### src/rtl/pllfs_pkg.sv
package pllfs_pkg;
  // Field and datapath widths
  localparam int STEP_W = 8;
  localparam int N_W    = 5;
  localparam int K_W    = 2;
  localparam int M_W    = 2;
  localparam int P_W    = 2;
  localparam int WORK_W = STEP_W + 2;  // room for the left shift by P

  // Range limits of the post-divider rules
  localparam logic [STEP_W-1:0] P3_BELOW     = STEP_W'(10);
  localparam logic [STEP_W-1:0] P2_BELOW     = STEP_W'(20);
  localparam logic [STEP_W-1:0] P2_ODD_BELOW = STEP_W'(32);
  localparam logic [STEP_W-1:0] P1_BELOW     = STEP_W'(40);
  localparam logic [STEP_W-1:0] P1_BIT_BELOW = STEP_W'(64);

  // K is selected when the count reaches this value or matches one of two exceptions
  localparam logic [STEP_W-1:0] K_HIGH_FROM  = STEP_W'(128);
  localparam logic [STEP_W-1:0] K_EXCEPT_LO  = STEP_W'(7);
  localparam logic [STEP_W-1:0] K_EXCEPT_HI  = STEP_W'(9);

  function automatic logic [K_W-1:0] pick_k(input logic [STEP_W-1:0] s);
    logic hit;
    hit = (s >= K_HIGH_FROM) || (s == K_EXCEPT_LO) || (s == K_EXCEPT_HI);
    return hit ? K_W'(1) : K_W'(0);
  endfunction

  function automatic logic [P_W-1:0] pick_p(input logic [STEP_W-1:0] s);
    logic [P_W-1:0] r;
    if (s < P3_BELOW)
      r = P_W'(3);
    else if ((s < P2_BELOW) || ((s < P2_ODD_BELOW) && s[0]))
      r = P_W'(2);
    else if ((s < P1_BELOW) || ((s < P1_BIT_BELOW) && s[1]))
      r = P_W'(1);
    else
      r = P_W'(0);
    return r;
  endfunction

  // N = ((s << p) / (k+1)) / 4
  function automatic logic [N_W-1:0] calc_n(input logic [STEP_W-1:0] s,
                                            input logic [K_W-1:0]    k,
                                            input logic [P_W-1:0]    p);
    logic [WORK_W-1:0] shifted;
    logic [WORK_W-1:0] divisor;
    logic [WORK_W-1:0] quot;
    shifted = WORK_W'(s) << p;
    divisor = WORK_W'(k) + WORK_W'(1);
    quot    = (shifted / divisor) >> 2;
    return quot[N_W-1:0];
  endfunction

  // achieved steps = (4 * n * (k+1)) >> p
  function automatic logic [STEP_W-1:0] calc_ach(input logic [N_W-1:0] n,
                                                 input logic [K_W-1:0] k,
                                                 input logic [P_W-1:0] p);
    logic [WORK_W-1:0] prod;
    prod = (WORK_W'(n) * (WORK_W'(k) + WORK_W'(1))) << 2;
    prod = prod >> p;
    return prod[STEP_W-1:0];
  endfunction
endpackage

### src/rtl/pllfs_classify.sv
// Stage one: capture the request and select K and P.
module pllfs_classify
  import pllfs_pkg::*;
(
  input  logic              clk_i,
  input  logic              rst_ni,
  input  logic              start_i,
  input  logic [STEP_W-1:0] steps_i,
  output logic              vld_o,
  output logic [STEP_W-1:0] steps_o,
  output logic [K_W-1:0]    k_o,
  output logic [P_W-1:0]    p_o
);
  logic [K_W-1:0] k_next;
  logic [P_W-1:0] p_next;

  always_comb begin
    k_next = pick_k(steps_i);
    p_next = pick_p(steps_i);
  end

  always_ff @(posedge clk_i or negedge rst_ni) begin
    if (!rst_ni) begin
      vld_o   <= 1'b0;
      steps_o <= '0;
      k_o     <= '0;
      p_o     <= '0;
    end else begin
      vld_o <= start_i;
      if (start_i) begin
        steps_o <= steps_i;
        k_o     <= k_next;
        p_o     <= p_next;
      end
    end
  end
endmodule

### src/rtl/pllfs_factor.sv
// Stage two: derive N and the achieved rate, register the result.
module pllfs_factor
  import pllfs_pkg::*;
(
  input  logic              clk_i,
  input  logic              rst_ni,
  input  logic              vld_i,
  input  logic [STEP_W-1:0] steps_i,
  input  logic [K_W-1:0]    k_i,
  input  logic [P_W-1:0]    p_i,
  output logic              done_o,
  output logic [N_W-1:0]    n_o,
  output logic [K_W-1:0]    k_o,
  output logic [P_W-1:0]    p_o,
  output logic [STEP_W-1:0] ach_o
);
  logic [N_W-1:0]    n_next;
  logic [STEP_W-1:0] ach_next;

  always_comb begin
    n_next   = calc_n(steps_i, k_i, p_i);
    ach_next = calc_ach(n_next, k_i, p_i);
  end

  always_ff @(posedge clk_i or negedge rst_ni) begin
    if (!rst_ni) begin
      done_o <= 1'b0;
      n_o    <= '0;
      k_o    <= '0;
      p_o    <= '0;
      ach_o  <= '0;
    end else begin
      done_o <= vld_i;
      if (vld_i) begin
        n_o   <= n_next;
        k_o   <= k_i;
        p_o   <= p_i;
        ach_o <= ach_next;
      end
    end
  end
endmodule

### src/rtl/pll_factor_solver.sv
module pll_factor_solver
  import pllfs_pkg::*;
(
  input  logic              clk_i,
  input  logic              rst_ni,
  input  logic              start_i,
  input  logic [STEP_W-1:0] steps_i,
  output logic              done_o,
  output logic [N_W-1:0]    n_o,
  output logic [K_W-1:0]    k_o,
  output logic [M_W-1:0]    m_o,
  output logic [P_W-1:0]    p_o,
  output logic [STEP_W-1:0] ach_o
);
  // Named inter-stage events, visible to the checker
  logic              s1_vld;
  logic [STEP_W-1:0] s1_steps;
  logic [K_W-1:0]    s1_k;
  logic [P_W-1:0]    s1_p;

  pllfs_classify u_classify (
    .clk_i   (clk_i),
    .rst_ni  (rst_ni),
    .start_i (start_i),
    .steps_i (steps_i),
    .vld_o   (s1_vld),
    .steps_o (s1_steps),
    .k_o     (s1_k),
    .p_o     (s1_p)
  );

  pllfs_factor u_factor (
    .clk_i   (clk_i),
    .rst_ni  (rst_ni),
    .vld_i   (s1_vld),
    .steps_i (s1_steps),
    .k_i     (s1_k),
    .p_i     (s1_p),
    .done_o  (done_o),
    .n_o     (n_o),
    .k_o     (k_o),
    .p_o     (p_o),
    .ach_o   (ach_o)
  );

  // This loop type never uses its final divider
  assign m_o = '0;
endmodule

### config.mk
export PLATFORM = sky130hd
export DESIGN_NAME = pll_factor_solver
export DESIGN_NICKNAME = d
export VERILOG_FILES = /design/src/rtl/pllfs_pkg.sv /design/src/rtl/pllfs_classify.sv /design/src/rtl/pllfs_factor.sv /design/src/rtl/pll_factor_solver.sv
export SDC_FILE = /design/constraint.sdc
export NUM_CORES = 1
export LEC_CHECK = 0
export BUFFER_PORTS_ARGS = -buffer_cell sky130_fd_sc_hd__buf_2
export CORE_ASPECT_RATIO = 0.9
export CORE_MARGIN = 4
export CORE_UTILIZATION = 60
export DETAILED_ROUTE_END_ITERATION = 8
export PLACE_DENSITY_LB_ADDON = 0.3
export SLEW_MARGIN = 20
export SYNTH_ARGS = -nofsm -noshare
export SYNTH_HDL_FRONTEND = slang
export SYNTH_HIERARCHICAL = 1
export SYNTH_SLANG_ARGS = --single-unit
### constraint.sdc
create_clock -name clk_i -period 15.8 [get_ports clk_i]
set_clock_uncertainty 0.15 [all_clocks]
set_input_delay 2.37 -clock clk_i [delete_from_list [all_inputs] [get_ports clk_i]]
set_output_delay 2.37 -clock clk_i [all_outputs]
set_load 0.02 [all_outputs]
==> metrics, run 1 <==
status=completed; Ys Warns=6; Min Clock Period, post-route=14.56 ns; placed cells=431; worst skew pair latency=0.29 ns; setup TNS=0 ns; Placer Congestion=0.852; Reg2Reg Setup Slack=1.24 ns; CTS tree=built; root buffer cell=clkbuf_8; dominant cell by count in the synthesized netlist=nor2_1; share of layout cells above drive strength 1=20.3%; Async SR Flop Fraction=100%; Final Hold Fails=0; HP Start=u_factor/k_o[1]; Synth area leaders=dfrtp_1 24%, ha_1 12%, mux2_2 7.3%; DP Area=3240 µm²; startpoint types=flip-flop; Avg Synthesized Cell Area=8.80 µm²; die height=76.2 µm; Initial Util=62.9%; synthesis-stage register bit count=30; Synth Instances=352; largest net degree at the start of global routing=36; reg2reg path depth=65; n_diodes=0; Hold Path Stages=1; critical path class=reg2reg; CTS H-tree depth=2; number of global-route vias before repair=2,392; CP Capture Type=flip-flop; area leader, netlist=dfrtp_1; mapped cell area=3100 µm²; Arr. time, crit path=14.54 ns; First-pass DRT Iterations=5; Core Area=4920 µm²; RSZ-0062 raised after global routing=no; CTS Hold Buffers Added=0; CP most frequent cell=ha_1; final setup fails=0; worst r2r src=u_classify/p_o[0]; CTS Sinks=30; worst-case clock buffer depth=2; CP max stage delay=0.67 ns; TritonCTS Buffers=5; slowest CP cell=dfrtp_2; HPWL after detailed placement=4990 µm; Port Buffers=28; Worst Tran Pin Value=0.866 ns; initial antenna violation count=0; Avg WL per Cell=15.3 µm; final worst path period share=92.1%; Vias=2,691; Hold WS=0.361 ns; Hold EP=u_factor/k_o[1]; first-pass GRT wire length=11,400 µm; final non-filler cell total=439; Row Count=24; Critical R2R Capture=u_factor/ach_o[7]; crit path max fanout=27; top_reg_cell synth=dfrtp_1; post-CTS setup buffer count=0; max-slew violations=0; post-route cell area=3340 µm²; Vias/cell=6.13; WP data required=15.78 ns; Total GRT Usage=21.5%; top cell type's share of synthesized area=24.2%; DRC viols=0; max_cap viols=0; Final ANT Viol Nets=0; Hold/Removal Path Class=reg2reg; Worst slew margin=42.3%; I/O pin total=31; Post-synth EDFFs=0; die width=83.7 µm; Clock transition at path regs=0.06 ns; fmax=0.0687 GHz; total die area=6380 µm²; Routed WL=6700 µm; Post-synth top cells=47 x nor2_1, 30 x a21oi_1, 30 x dfrtp_1, 30 x ha_1; area grow syn2layout=7.84%; Synth cell types=62; sequential area share after synthesis=24.2%; 1st-iter DRT viols=148; grt ovf=0; post-cts sizing count=0; fin nets=418
## state kept, by name (all words and copies together), names as in the netlist
signal,cells
u_factor/ach_o,8
u_classify/vld_o,1
u_classify/p_o,2
u_factor/n_o,5
u_classify/steps_o,8
u_classify/k_o,1
u_factor/p_o,2
u_factor/k_o,2
u_factor/done_o,1
## per-layer routing
layer | vias to the layer above | global-route usage (%) | wire, µm
met2 | 82 | 34.6 | 3100
met3 | 19 | 3.57 | 328
met5 | - | 0 | 0
met1 | 1273 | 29.7 | 3170
li1 | 1317 | - | -
met4 | 0 | 6.59 | 110
## cells by family (layout without fill, tap and decap cells)
kind of cell	count (synthesis)	after routing	synth area share (%)
multiplexers	34	34	12.4
XOR/XNOR	6	6	1.70
buffers and inverters	32	53	4.64
other	2	3	0.242
AND/OR/NAND/NOR	116	116	18.9
AO/OA/AOI/OAI	98	98	23.2
flip-flops	30	30	24.2
adder cells (fa/ha/maj)	34	34	14.7
## cell type report
| class | count | area [µm²] |
|---|---|---|
| multi-input cells | 291 | 2210 |
| fillers | 399 | 1580 |
| flip-flops and latches | 30 | 753 |
| repair buffers | 28 | 140 |
| clock buffers | 6 | 82.6 |
| well taps | 65 | 81.3 |
| inverters | 17 | 63.8 |
| clock inverters | 2 | 12.5 |
## placed cells by master (no fill, tap or decap), types with 2 or more instances in the layout
cell type	n
a2111oi_4	2
buf_2	28
nor2b_1	6
a21oi_1	30
mux2i_1	8
nand4_1	2
and2b_1	2
nand2_1	20
fa_1	4
a31oi_1	3
mux2_2	20
xnor2_1	4
nor4_1	2
clkbuf_8	6
o211ai_1	5
a21o_1	2
nor2_2	2
or3_1	3
a22o_1	3
nor3_1	9
inv_1	17
dfrtp_1	28
nor2_1	47
conb_1	3
nand2b_1	7
o22a_1	2
nand3_1	3
dfrtp_2	2
nor3b_1	2
xor2_1	2
nand3b_1	2
a22oi_1	2
mux2_1	5
and2_1	4
o21ai_2	2
o21ai_0	16
o21ai_1	6
ha_1	30
o21a_1	9
o21bai_1	2
## through the flow
stage / setup slack (ns) / util (%)
after floorplan: 3.21 / -
after global placement: 1.32 / 65.9
after detailed placement: 1.11 / 65.9
after CTS: 1.03 / 67.8
after global routing: 0.0226 / 67.8
final: 1.24 / 67.8
## how the worst max path moves through the flow
stage / from / slack, ns / endpoint / cells past startpoint
floorplan: u_classify/p_o[1] / 3.21 / u_factor/ach_o[7] / 68
global placement: u_classify/p_o[0] / 1.32 / u_factor/ach_o[7] / 64
detailed placement: u_classify/p_o[0] / 1.11 / u_factor/ach_o[7] / 64
CTS: u_classify/p_o[0] / 1.03 / u_factor/ach_o[7] / 64
global route: u_classify/p_o[0] / 0.02 / u_factor/ach_o[7] / 66
finish: u_classify/p_o[0] / 1.24 / u_factor/ach_o[7] / 65
## critical path, delay by kind of cell (launching register included)
kind	cells	cell delay, ns
multiplexers	4	1.31
flip-flops	1	0.67
adder cells (fa/ha/maj)	11	3.26
AO/OA/AOI/OAI	29	5.32
AND/OR/NAND/NOR	20	3.61
XOR/XNOR	1	0.09
Power of run 1 is left out: the tool's default activity adds up to more than one toggle a clock period on the data nets, which glitch-free logic cannot reach.
==> run 2, diff against run 1 <==
- PLACE_DENSITY_LB_ADDON: 0.3 -> 0.12
==> run 2 against run 1 <==
Effect of this change: global-route usage grew 0.46 points; hold slack worse by 0.0086 ns; sequential cell count did not move; non-clock buffer count rose by 1; cell count up 0.23%; critical path depth is the same; first-iteration DRC count is 19% lower; wire length increased by 2.2%; sequential share of layout area shrank 0.080 points; design area is 0.19% higher; largest cell class unchanged; maximum frequency down 0.77%; core utilization grew 0.13 points.
==> metrics, run 2 (synthesis gave the netlist of run 1 again) <==
Hold Path Stages=1 (unchanged); reg2reg path depth=65 (unchanged); grt ovf=0 (unchanged); CP most frequent cell=ha_1; M1 WL=3300 µm (+4.3%); share of layout cells above drive strength 1=20.3% (-0.054 points); Final ANT Viol Nets=0 (unchanged); Worst Tran Pin Value=0.865 ns (-0.000319 ns); final setup fails=0 (unchanged); Port Buffers=28 (unchanged); worst-case clock buffer depth=2 (unchanged); Initial Util=62.9% (unchanged); critical path class=reg2reg; slowest CP cell=dfrtp_1; root buffer cell=clkbuf_8; Placer Congestion=0.890 (+4.5%); Total GRT Usage=22.0% (+0.46 points); Vias=2,607 (-3.1%); CP Capture Type=flip-flop; Final Hold Fails=0 (unchanged); RSZ-0062 raised after global routing=no; TritonCTS Buffers=5 (unchanged); HPWL after detailed placement=5170 µm (+3.5%); Min Clock Period, post-route=14.67 ns (+0.113 ns); Vias/cell=5.93 (-3.3%); first-pass GRT wire length=11,800 µm (+3.7%); 1st-iter DRT viols=120 (-19%); DRC viols=0 (unchanged); most common cell after layout, fill and taps aside=nor2_1; HP Start=u_factor/ach_o[3]; max-slew violations=0 (unchanged); Top Layer Used=met4; metal3 WL=306 µm (-6.7%); Core Area=4920 µm² (unchanged); fmax=0.0682 GHz (-0.77%); n_diodes=0 (unchanged); area grow syn2layout=8.04%; crit path max fanout=12 (-56%); worst skew pair latency=0.28 ns (about the same); die width=83.7 µm (unchanged); initial antenna violation count=0 (unchanged); worst r2r src=u_classify/p_o[0]; Arr. time, crit path=14.64 ns (+0.10 ns); startpoint types=flip-flop; Reg2Reg Setup Slack=1.13 ns (-0.11 ns); CP max stage delay=0.56 ns (-0.11 ns); Final Util=68.0% (+0.13 points); WP data required=15.77 ns (about the same); status=completed; fin nets=419 (+0.24%); CTS Hold Buffers Added=0 (unchanged); Fillers=415 (+4.0%); CTS tree=built; final worst path period share=92.8% (+0.71 points); Clock transition at path regs=0.07 ns (about the same); Routed WL=6850 µm (+2.2%); biggest regs=u_classify/steps_o (8), u_factor/ach_o (8), u_factor/n_o (5); Worst slew margin=42.3% (about the same); max_cap viols=0 (unchanged); die height=76.2 µm (unchanged); Row Count=24 (unchanged); CTS H-tree depth=2 (unchanged); setup TNS=0 ns (unchanged); post-cts sizing count=0 (unchanged); Critical R2R Capture=u_factor/ach_o[7]; most frequent cells in the layout=47 x nor2_1, 30 x a21oi_1, 30 x ha_1; Avg WL per Cell=15.6 µm (+2.0%); post-CTS setup buffer count=0 (unchanged); CTS Sinks=30 (unchanged); I/O pin total=31 (unchanged); Detail Route met2 WL=3150 µm (+1.6%); largest net degree at the start of global routing=36 (unchanged); Hold/Removal Path Class=reg2reg; number of global-route vias before repair=2,530 (+5.8%); total die area=6380 µm² (unchanged); First-pass DRT Iterations=5 (unchanged); Hold EP=u_factor/ach_o[3]
[run 2: worst max-delay path by stage]
stage	startpoint	slack, ns	cells past startpoint	to
after global routing	u_classify/p_o[0]	0.02	65	u_factor/ach_o[7]
final	u_classify/p_o[0]	1.13	65	u_factor/ach_o[7]
after CTS	u_classify/p_o[1]	1.15	63	u_factor/ach_o[7]
after global placement	u_classify/p_o[1]	1.65	64	u_factor/ach_o[7]
after detailed placement	u_classify/p_o[1]	1.23	60	u_factor/ach_o[4]
after floorplan	u_classify/p_o[1]	3.21	68	u_factor/ach_o[7]
[run 2: cell type report]
cell class / count / area (µm²) / share of cell area, %
multi-input cells: 291 / 2210 / 65.9
flip-flops and latches: 30 / 752 / 22.5
repair buffers: 29 / 148 / 4.41
clock buffers: 6 / 82.6 / 2.47
well taps: 65 / 81.3 / 2.43
inverters: 17 / 63.8 / 1.91
clock inverters: 2 / 12.5 / 0.374
[run 2: critical path, delay by kind of cell (launching register included)]
kind	cells	cell delay [ns]
DFF	1	0.56
AOI/OAI and AO/OA	29	5.44
muxes	4	1.32
xor gates and xnor gates	1	0.10
and+or+nand+nor	20	3.64
adders and majority gates	11	3.28
[run 2: metal layers]
metal | global-route usage (%) | vias to the layer above
met5 | 0 | -
met4 | 5.31 | 0
met3 | 4.65 | 14
met2 | 34.9 | 77
met1 | 30.6 | 1200
li1 | - | 1316
[run 2: metrics by stage]
step | instances | worst slack [ns] | hold WS, ns | area, µm²
after floorplan | 353 | 3.21 | 0.202 | 3100
after global placement | 432 | 1.65 | 0.336 | 3250
after detailed placement | 432 | 1.23 | 0.341 | 3250
after CTS | 440 | 1.15 | 0.357 | 3350
after global routing | 440 | 0.0216 | 0.375 | 3350
final | 440 | 1.13 | 0.353 | 3350
Power of run 2 is left out for the same reason.
